## config.mk

```make
export PLATFORM = sky130hd
export DESIGN_NAME = sd_cf_adder
export DESIGN_NICKNAME = d
export VERILOG_FILES = /design/src/rtl/sd_adder_pkg.sv /design/src/rtl/sd_pair_recode.sv /design/src/rtl/sd_carry_sum.sv /design/src/rtl/sd_digit_merge.sv /design/src/rtl/sd_cf_adder.sv
export SDC_FILE = /design/constraint.sdc
export NUM_CORES = 1
export LEC_CHECK = 0
export BUFFER_PORTS_ARGS = -buffer_cell sky130_fd_sc_hd__buf_2
export CORE_MARGIN = 10
export CORE_UTILIZATION = 53
export DETAILED_ROUTE_END_ITERATION = 8
export PLACE_DENSITY = 0.93
export SLEW_MARGIN = 20
export SYNTH_ARGS = -nofsm -noshare
export SYNTH_HDL_FRONTEND = slang
export SYNTH_SLANG_ARGS = --single-unit
```

## constraint.sdc

```tcl
create_clock -name vclk -period 6.75
set_input_delay 2.025 -clock vclk [all_inputs]
set_output_delay 2.025 -clock vclk [all_outputs]
set_load 0.05 [all_outputs]
```

## src/rtl/sd_adder_pkg.sv

```systemverilog
// Package for the signed-digit adder: digit codes, the pair classes
// produced by the recoder, and helpers that convert between code and value.
// Assumes digit values never leave the range -2..2.
package sd_adder_pkg;

    typedef logic [1:0]        sd_code_t;
    typedef logic signed [2:0] sd_val_t;

    localparam sd_code_t SD_ZERO = 2'b00;
    localparam sd_code_t SD_POS  = 2'b01;
    localparam sd_code_t SD_NEG  = 2'b11;

    // Class of an input pair (the u,v bits): which carry/sum outcome applies.
    typedef enum logic [1:0] {
        PC_DOUBLE = 2'b00,   // both digits equal and nonzero (+2 or -2)
        PC_SINGLE = 2'b01,   // exactly one nonzero digit (+1 or -1)
        PC_ZERO   = 2'b10    // digits cancel or both zero
    } pair_class_e;

    typedef struct packed {
        pair_class_e cls;    // outcome selector
        logic        w;      // reference digit handed to the next position
    } pair_rec_t;

    // Code to value; the unused code 2'b10 reads as zero.
    function automatic sd_val_t sd_decode(sd_code_t c);
        case (c)
            SD_POS:  return 3'sd1;
            SD_NEG:  return -3'sd1;
            default: return 3'sd0;
        endcase
    endfunction

    // Value to code; callers only pass -1, 0 or +1.
    function automatic sd_code_t sd_encode(sd_val_t v);
        if (v == 3'sd1)       return SD_POS;
        else if (v == -3'sd1) return SD_NEG;
        else                  return SD_ZERO;
    endfunction

endpackage

```

## src/rtl/sd_pair_recode.sv

```systemverilog
// Recodes one input digit pair into a class (u,v) and a reference digit w.
// Assumes the digit code of the package; 2'b10 is handled as zero.
module sd_pair_recode
    import sd_adder_pkg::*;
(
    input  sd_code_t  xd,
    input  sd_code_t  yd,
    output pair_rec_t rec
);

    logic x_pos, x_neg, y_pos, y_neg;
    logic is_double, is_single;

    // Split each code into its plus and minus flags.
    always_comb begin
        x_pos = (xd == SD_POS);
        x_neg = (xd == SD_NEG);
        y_pos = (yd == SD_POS);
        y_neg = (yd == SD_NEG);
    end

    // Classify the pair and form the upward reference digit.
    always_comb begin
        is_double = (x_pos & y_pos) | (x_neg & y_neg);
        is_single = (x_pos | x_neg) ^ (y_pos | y_neg);
        rec.w     = x_pos | y_pos;
        if (is_double)      rec.cls = PC_DOUBLE;
        else if (is_single) rec.cls = PC_SINGLE;
        else                rec.cls = PC_ZERO;
    end

endmodule

```

## src/rtl/sd_carry_sum.sv

```systemverilog
// Chooses the intermediate carry and sum for one position from the pair
// record and the reference digit arriving from the position below.
// Assumes the class encoding of sd_adder_pkg.
module sd_carry_sum
    import sd_adder_pkg::*;
(
    input  pair_rec_t rec,
    input  logic      ref_in,
    output sd_val_t   carry_o,
    output sd_val_t   sum_o
);

    // Select the outcome; for single pairs the reference steers the sum sign.
    always_comb begin
        carry_o = 3'sd0;
        sum_o   = 3'sd0;
        case (rec.cls)
            PC_DOUBLE: carry_o = rec.w ? 3'sd1 : -3'sd1;
            PC_SINGLE: begin
                sum_o = ref_in ? -3'sd1 : 3'sd1;
                if (rec.w) carry_o = ref_in ? 3'sd1 : 3'sd0;
                else       carry_o = ref_in ? 3'sd0 : -3'sd1;
            end
            default: ;
        endcase
    end

endmodule

```

## src/rtl/sd_digit_merge.sv

```systemverilog
// Adds a position's sum digit to the carry from below into one result digit.
// Assumes the two inputs never total outside -1..+1.
module sd_digit_merge
    import sd_adder_pkg::*;
(
    input  sd_val_t  sum_i,
    input  sd_val_t  carry_i,
    output sd_code_t z
);

    sd_val_t total;

    // Form and encode the result digit.
    always_comb begin
        total = sum_i + carry_i;
        z     = sd_encode(total);
    end

    // The carry from below never pushes the sum out of digit range.
    always_comb begin
        assert_digit_in_range_R6: assert (total >= -3'sd1 && total <= 3'sd1)
            else $error("merge total %0d out of range", total);
    end

endmodule

```

## src/rtl/sd_cf_adder.sv

```systemverilog
// Carry-free adder for two N-digit signed-digit operands, combinational.
// Digit i occupies bits [2i+1:2i]. The output has N+1 digits.
// Assumes the digit code 00=0, 01=+1, 11=-1.
module sd_cf_adder
    import sd_adder_pkg::*;
#(
    parameter int N = 8
) (
    input  logic [2*N-1:0] x_i,
    input  logic [2*N-1:0] y_i,
    output logic [2*N+1:0] z_o
);

    localparam int ZD = N + 1;

    pair_rec_t rec_w   [N];
    logic      ref_w   [ZD];
    sd_val_t   carry_w [ZD];
    sd_val_t   sum_w   [N];

    assign ref_w[0]   = 1'b0;
    assign carry_w[0] = 3'sd0;

    for (genvar i = 0; i < N; i++) begin : g_pos
        sd_pair_recode u_rec (
            .xd  (x_i[2*i +: 2]),
            .yd  (y_i[2*i +: 2]),
            .rec (rec_w[i])
        );

        assign ref_w[i+1] = rec_w[i].w;

        sd_carry_sum u_cs (
            .rec     (rec_w[i]),
            .ref_in  (ref_w[i]),
            .carry_o (carry_w[i+1]),
            .sum_o   (sum_w[i])
        );

        sd_digit_merge u_mrg (
            .sum_i   (sum_w[i]),
            .carry_i (carry_w[i]),
            .z       (z_o[2*i +: 2])
        );

        // Guard the per-position rules across recoder, selector and merge.
        always_comb begin
            assert_pair_identity_R5: assert (2*int'(carry_w[i+1]) + int'(sum_w[i]) ==
                    int'(sd_decode(x_i[2*i +: 2])) + int'(sd_decode(y_i[2*i +: 2])))
                else $error("position %0d breaks 2c+s identity", i);
            assert_sum_window_R5: assert (ref_w[i] ? (sum_w[i] <= 3'sd0) : (sum_w[i] >= 3'sd0))
                else $error("position %0d sum outside reference window", i);
            assert_ref_rule_R4: assert (rec_w[i].w ==
                    ((x_i[2*i +: 2] == SD_POS) || (y_i[2*i +: 2] == SD_POS)))
                else $error("position %0d reference digit wrong", i);
            assert_no_bad_code_R1: assert (z_o[2*i +: 2] != 2'b10)
                else $error("position %0d emits unused code", i);
        end
    end

    // The top digit is the last carry alone.
    always_comb begin
        z_o[2*N +: 2] = sd_encode(carry_w[N]);
    end

endmodule

```

## Word-level counts from Yosys, hierarchy flattened

Cells that the tools add are included.
W data, S select, Z words.

- Register bits: 0
- Input bits: 32
- Output and inout port bits: 18
- Logic and storage cells: 215

- Add/subtract/negate cells: 7
- Eq/ne operators: 58
- Multiplexer cells: 86
- Bitwise logic cells: 56
- Reductions and logical operators: 8

Operators with widths:

| operator | count |
|---|---|
| $mux W3 | 36 |
| $mux W2 | 34 |
| $eq A2 B1 Y1 const B | 25 |
| $pmux W3 S2 | 8 |
| $eq A2 B2 Y1 const B | 16 |
| $or A1 B1 Y1 | 32 |
| $eq A3 B1 Y1 const B | 8 |
| $eq A3 B2 Y1 const B | 8 |
| $add A3 B3 Y3 | 7 |
| $and A1 B1 Y1 | 16 |
| $logic_not A2 Y1 | 8 |
| $mux W1 | 8 |
| $xor A1 B1 Y1 | 8 |
| $eq A1 B1 Y1 const B | 1 |

## Longest topological paths before layout

- Depth after elaboration: 11
- Depth in mapped cells: 10

## Modules after synthesis

From an unflattened synthesis, not the netlist that was laid out.

- Cell total of the unflattened synthesis: 244
- Area total of the unflattened synthesis: 1,828.0 µm²

Modules (own cells, without submodules):

| module | instances | cells each | area each (µm²) |
|---|---|---|---|
| sd_digit_merge | 8 | 11 | 105.1 |
| sd_carry_sum | 8 | 11 | 73.8 |
| sd_pair_recode | 8 | 8 | 46.3 |
| sd_cf_adder | 1 | 4 | 26.3 |

## Worst setup path before layout

OpenSTA, ideal clock, no wires.

- Kind: input -> output
- Start: input port y_i[6]
- End: output port z_o[11]
- Arrival: 4.877 ns
- Data required time: 4.725 ns
- Setup slack: -0.152 ns
- Cell stages on the path: 9
- Cell sequence: nor2b_1 -> nor2_1 -> ha_1 -> or3b_1 -> o211ai_1 -> ha_1 -> inv_1 -> fa_1 -> nor3b_1

- Cells in the longest elaborated chain, start to end: 9
- Elaborated cells on any way between the ends: 11
- Classes of those cells: add/sub (1); eq/ne (3); mux (6); bitwise (1)

RTL lines:

| item | line | RTL |
|---|---|---|
| from (decl) | sd_cf_adder.sv:10 | `input logic [2*N-1:0] y_i,` |
| $eq A2 B1 Y1 * | sd_pair_recode.sv:18 | `y_pos = (yd == SD_POS);` |
| $or A1 B1 Y1 * | sd_pair_recode.sv:26 | `rec.w = x_pos \| y_pos;` |
| $mux W3 or $mux W1 (tied branches) | sd_carry_sum.sv:22, sd_carry_sum.sv:21 |  |
| $mux W3 * | sd_carry_sum.sv:21 | `if (rec.w) carry_o = ref_in ? 3'sd1 : 3'sd0;` |
| $pmux W3 S2 * | sd_carry_sum.sv:17 | `case (rec.cls)` |
| $add A3 B3 Y3 * | sd_digit_merge.sv:15 | `total = sum_i + carry_i;` |
| $eq A3 B1 Y1 | sd_adder_pkg.sv:37 | `else if (v == -3'sd1) return SD_NEG;` |
| $mux W2 | sd_adder_pkg.sv:37 |  |
| $mux W2 * | sd_adder_pkg.sv:36 | `if (v == 3'sd1) return SD_POS;` |
| to (decl) | sd_cf_adder.sv:11 | `output logic [2*N+1:0] z_o` |

Every way passes the cells marked *; elsewhere a longest branch is shown, timed or not.

## Final worst setup path

- Start: input port y_i[2]
- End: output port z_o[4]

- Cells in the longest elaborated chain, start to end: 11
- Elaborated cells on any way between the ends: 22
- Classes of those cells: add/sub (1); eq/ne (5); mux (9); bitwise (6); reduce/logical (1)

RTL lines:

| item | line | RTL |
|---|---|---|
| $eq A2 B1 Y1 or $eq A2 B2 Y1 (tied branches) | sd_pair_recode.sv:18, sd_pair_recode.sv:19 |  |
| $or A1 B1 Y1 | sd_pair_recode.sv:25 | `is_single = (x_pos \| x_neg) ^ (y_pos \| y_neg);` |
| $xor A1 B1 Y1 | sd_pair_recode.sv:25 |  |
| $mux W2 | sd_pair_recode.sv:28 | `else if (is_single) rec.cls = PC_SINGLE;` |
| $mux W2 | sd_pair_recode.sv:27 | `if (is_double) rec.cls = PC_DOUBLE;` |
| $eq A2 B1 Y1 or $logic_not A2 Y1 (tied branches) | sd_carry_sum.sv:17 |  |
| $pmux W3 S2 | sd_carry_sum.sv:17 |  |
| $add A3 B3 Y3 * | sd_digit_merge.sv:15 |  |
| $eq A3 B1 Y1 | sd_adder_pkg.sv:37 |  |
| $mux W2 | sd_adder_pkg.sv:37 |  |
| $mux W2 * | sd_adder_pkg.sv:36 |  |

Marks and branches as above.

==> summary.txt <==
STA
  – Setup-violating endpoint count in the final report: 0
  – Portion of the clock cycle consumed by the worst path in the final layout: 0.9771
  – Post-Route Hold Slack: 4454 ps
  – Final worst slack: 154.7 ps
  – Setup repair after global routing missed its margin: no
  – Final Max Slew Viols: 0
  – Max Clock Freq: 0.1516 GHz
  – Post-layout min period: 6595 ps
  – Total negative setup slack: 0 ps
  – Final count of hold timing violations: 0

Final layout
  – Clock buffer count: 0
  – Most frequent cells in the layout: 48 x sky130_fd_sc_hd__buf_2, 16 x sky130_fd_sc_hd__xor2_1, 14 x sky130_fd_sc_hd__fa_1, 14 x sky130_fd_sc_hd__ha_1, 12 x sky130_fd_sc_hd__nor2b_1
  – Number of flip-flops and latches: 0
  – Final core occ: 0.6758
  – Post-Layout Cell Count: 243
  – FF/Latch Area: 0 µm²
  – Growth of design area from synthesis to finish: 21.20%
  – N_diodes: 0
  – Most frequent standard cell in the layout excluding fill and tap cells: sky130_fd_sc_hd__buf_2
  – Net total in the final layout: 275
  – Ratio of cells with drive above 1 in the final layout: 0.2535

Detailed routing
  – Detailed-route via count: 1,307
  – Average vias per placed instance: 5.379
  – Detailed-route DRC error count: 0
  – Routed wire length: 3.053 mm
  – Detail Route Antenna Nets: 0
  – 1st-pass router iterations: 4
  – Detailed-route wire length per cell: 12.56 µm
  – First DRT Iteration DRCs: 49

Setup path
  – Category of the critical setup timing path: primary input to primary output
  – Kind of launch point of the worst setup path: primary input
  – Worst endpoint data arrival time: 4570 ps
  – Start point of the critical path: y_i[2]
  – Worst Path Max Fanout: 8
  – Endpoint type of the worst setup path: primary output
  – Worst path required time: 4720 ps

Placement
  – Routability congestion estimate: 0.7748
  – Port Buffers: 49
  – Inst Count DP: 243
  – Post-placement worst setup slack: 165.9 ps
  – Half-perimeter wire length after placement: 2.781 mm

Power and ir drop
  – Maximum ir drop on the vdd rail: 151.4 µV
  – Fraction of power spent switching nets: 0.6485
  – Part of the total power dissipated in sequential elements: 0
  – Internal Power: 0.00008468 W
  – Share of total power in combinational logic: 1.000
  – Leakage power figure: 0.7584 nW
  – Part of the power in the clock network: 0
  – Net load switching power: 0.0001562 W
  – Power density over the cells: 143.9 nW/µm²

Floorplan
  – Top Ports: 50
  – Placement Rows: 18
  – Die area: 5048 µm²
  – Initial standard-cell utilization of the core: 0.5576
  – Horizontal die dimension: 71.05 µm
  – Die height: 71.05 µm
  – Core region area: 2477 µm²

Synth
  – Per-instance average area after synthesis: 8.372 µm²
  – Area of the mapped netlist: 1381 µm²
  – Portion of the post-synthesis area used by sequential elements: 0
  – Count of synthesis-stage warnings from yosys: 0
  – Yosys cell types: 36
  – Syn nets: 225
  – Cell count after synthesis: 165

Worst hold path
  – HP Start: y_i[0]
  – Worst min-delay path category: primary input to primary output

Global route
  – Overall Global Routing Usage: 0.1191
  – Global route total overflow: 0
  – Antenna violations before repair: 0
  – Wire length of the first global-routing pass: 5.526 mm
  – Maximum number of pins on one net before global-route repair: 9
  – Number of global-route vias before repair: 1,328

Run
  – Max-capacitance violation count: 0

Outcome
  – Status: completed
==> path summary, 6_finish.rpt <==
check,end,depth (start not counted)
max,z_o[4],11
min,z_o[0],3
==> critical path, cell delays in order <==
cell and delay (ps):
sky130_fd_sc_hd__buf_2 150, sky130_fd_sc_hd__nor2b_1 250, sky130_fd_sc_hd__nor2_1 110, sky130_fd_sc_hd__ha_1 310, sky130_fd_sc_hd__or3b_1 360, sky130_fd_sc_hd__o221ai_1 90
sky130_fd_sc_hd__ha_1 250, sky130_fd_sc_hd__fa_1 460, sky130_fd_sc_hd__xor2_1 160, sky130_fd_sc_hd__and2_1 150, sky130_fd_sc_hd__buf_2 270
==> area by class of cell <==
cell class	count	area, µm²
Fill cell	224	803.3
Inverter	7	26.28
Multi-Input combinational cell	157	1363
Tap cell	30	37.54
Timing Repair Buffer	49	247.7
==> kinds of logic (layout without fill, tap and decap cells) <==
logic type	Yosys count	in the layout	synth area share
buf+inv	8	56	0.02446
xor+xnor	22	22	0.1449
fa+ha+maj	28	28	0.3297
other cells	1	1	0.002715
compound gates	23	23	0.1214
simple gates	83	83	0.3768
==> cell usage after synthesis <==
cell	instances	area share
sky130_fd_sc_hd__a22oi_1	1	0.0054
sky130_fd_sc_hd__xnor2_1	5	0.032
sky130_fd_sc_hd__conb_1	1	0.0027
sky130_fd_sc_hd__nand4_1	6	0.027
sky130_fd_sc_hd__nor3_1	1	0.0036
sky130_fd_sc_hd__nand2_1	10	0.027
sky130_fd_sc_hd__o221ai_1	4	0.025
sky130_fd_sc_hd__or2b_1	2	0.011
sky130_fd_sc_hd__fa_1	14	0.20
sky130_fd_sc_hd__and3b_1	1	0.0063
sky130_fd_sc_hd__o21a_1	3	0.016
sky130_fd_sc_hd__buf_4	1	0.0054
sky130_fd_sc_hd__o211ai_1	3	0.016
sky130_fd_sc_hd__a21boi_0	1	0.0054
sky130_fd_sc_hd__xor2_1	16	0.10
sky130_fd_sc_hd__xor2_2	1	0.012
sky130_fd_sc_hd__nor2_1	10	0.027
sky130_fd_sc_hd__nand2b_1	3	0.014
sky130_fd_sc_hd__nor2b_1	12	0.054
sky130_fd_sc_hd__nand3b_1	9	0.049
sky130_fd_sc_hd__nor3b_1	6	0.033
sky130_fd_sc_hd__and2_1	7	0.032
sky130_fd_sc_hd__a311o_1	1	0.0072
sky130_fd_sc_hd__nand3_1	1	0.0036
sky130_fd_sc_hd__inv_1	7	0.019
sky130_fd_sc_hd__and3_1	4	0.018
sky130_fd_sc_hd__a21bo_1	1	0.0072
sky130_fd_sc_hd__and2b_4	1	0.0072
sky130_fd_sc_hd__nand4bb_1	2	0.016
sky130_fd_sc_hd__or3_1	1	0.0045
sky130_fd_sc_hd__and2b_1	1	0.0054
sky130_fd_sc_hd__or3b_1	6	0.038
sky130_fd_sc_hd__o21ai_0	7	0.025
sky130_fd_sc_hd__ha_1	14	0.13
sky130_fd_sc_hd__o2bb2ai_1	1	0.0063
sky130_fd_sc_hd__a2bb2oi_1	1	0.0063
==> repair_timing <==
item / in CTS / in global routing
buffers inserted: 0 / 0
endpoints found under the hold margin: 0 / 0
hold buffers: 0 / 0
resized for setup: 0 / 1
endpoints found under the setup margin: 0 / 1
==> through the flow <==
step | total power, W | instance area, µm²
2_1_floorplan | 0.0001842 | 1396
3_3_place_gp | 0.0002353 | 1672
3_5_place_dp | 0.0002413 | 1672
4_1_cts | 0.0002425 | 1672
5_1_grt | 0.0002636 | 1674
6_report | 0.0002409 | 1674
==> per-layer routing <==
metal / vias up / GRT usage / routed length [µm]
li1: 670 / - / -
met1: 603 / 0.1462 / 1292
met2: 34 / 0.2176 / 1540
met3: 0 / 0.02650 / 220
met4: 0 / 0 / 0
met5: - / 0 / 0
==> power by group through the flow <==
stage	sequential (W)	clock, W	combinational, W
6_report	0	0	0.000241
5_1_grt	0	0	0.000264
4_1_cts	0	0	0.000243
3_5_place_dp	0	0	0.000241
3_3_place_gp	0	0	0.000235
2_1_floorplan	0	0	0.000184
Power figures use the tool's default switching activity.
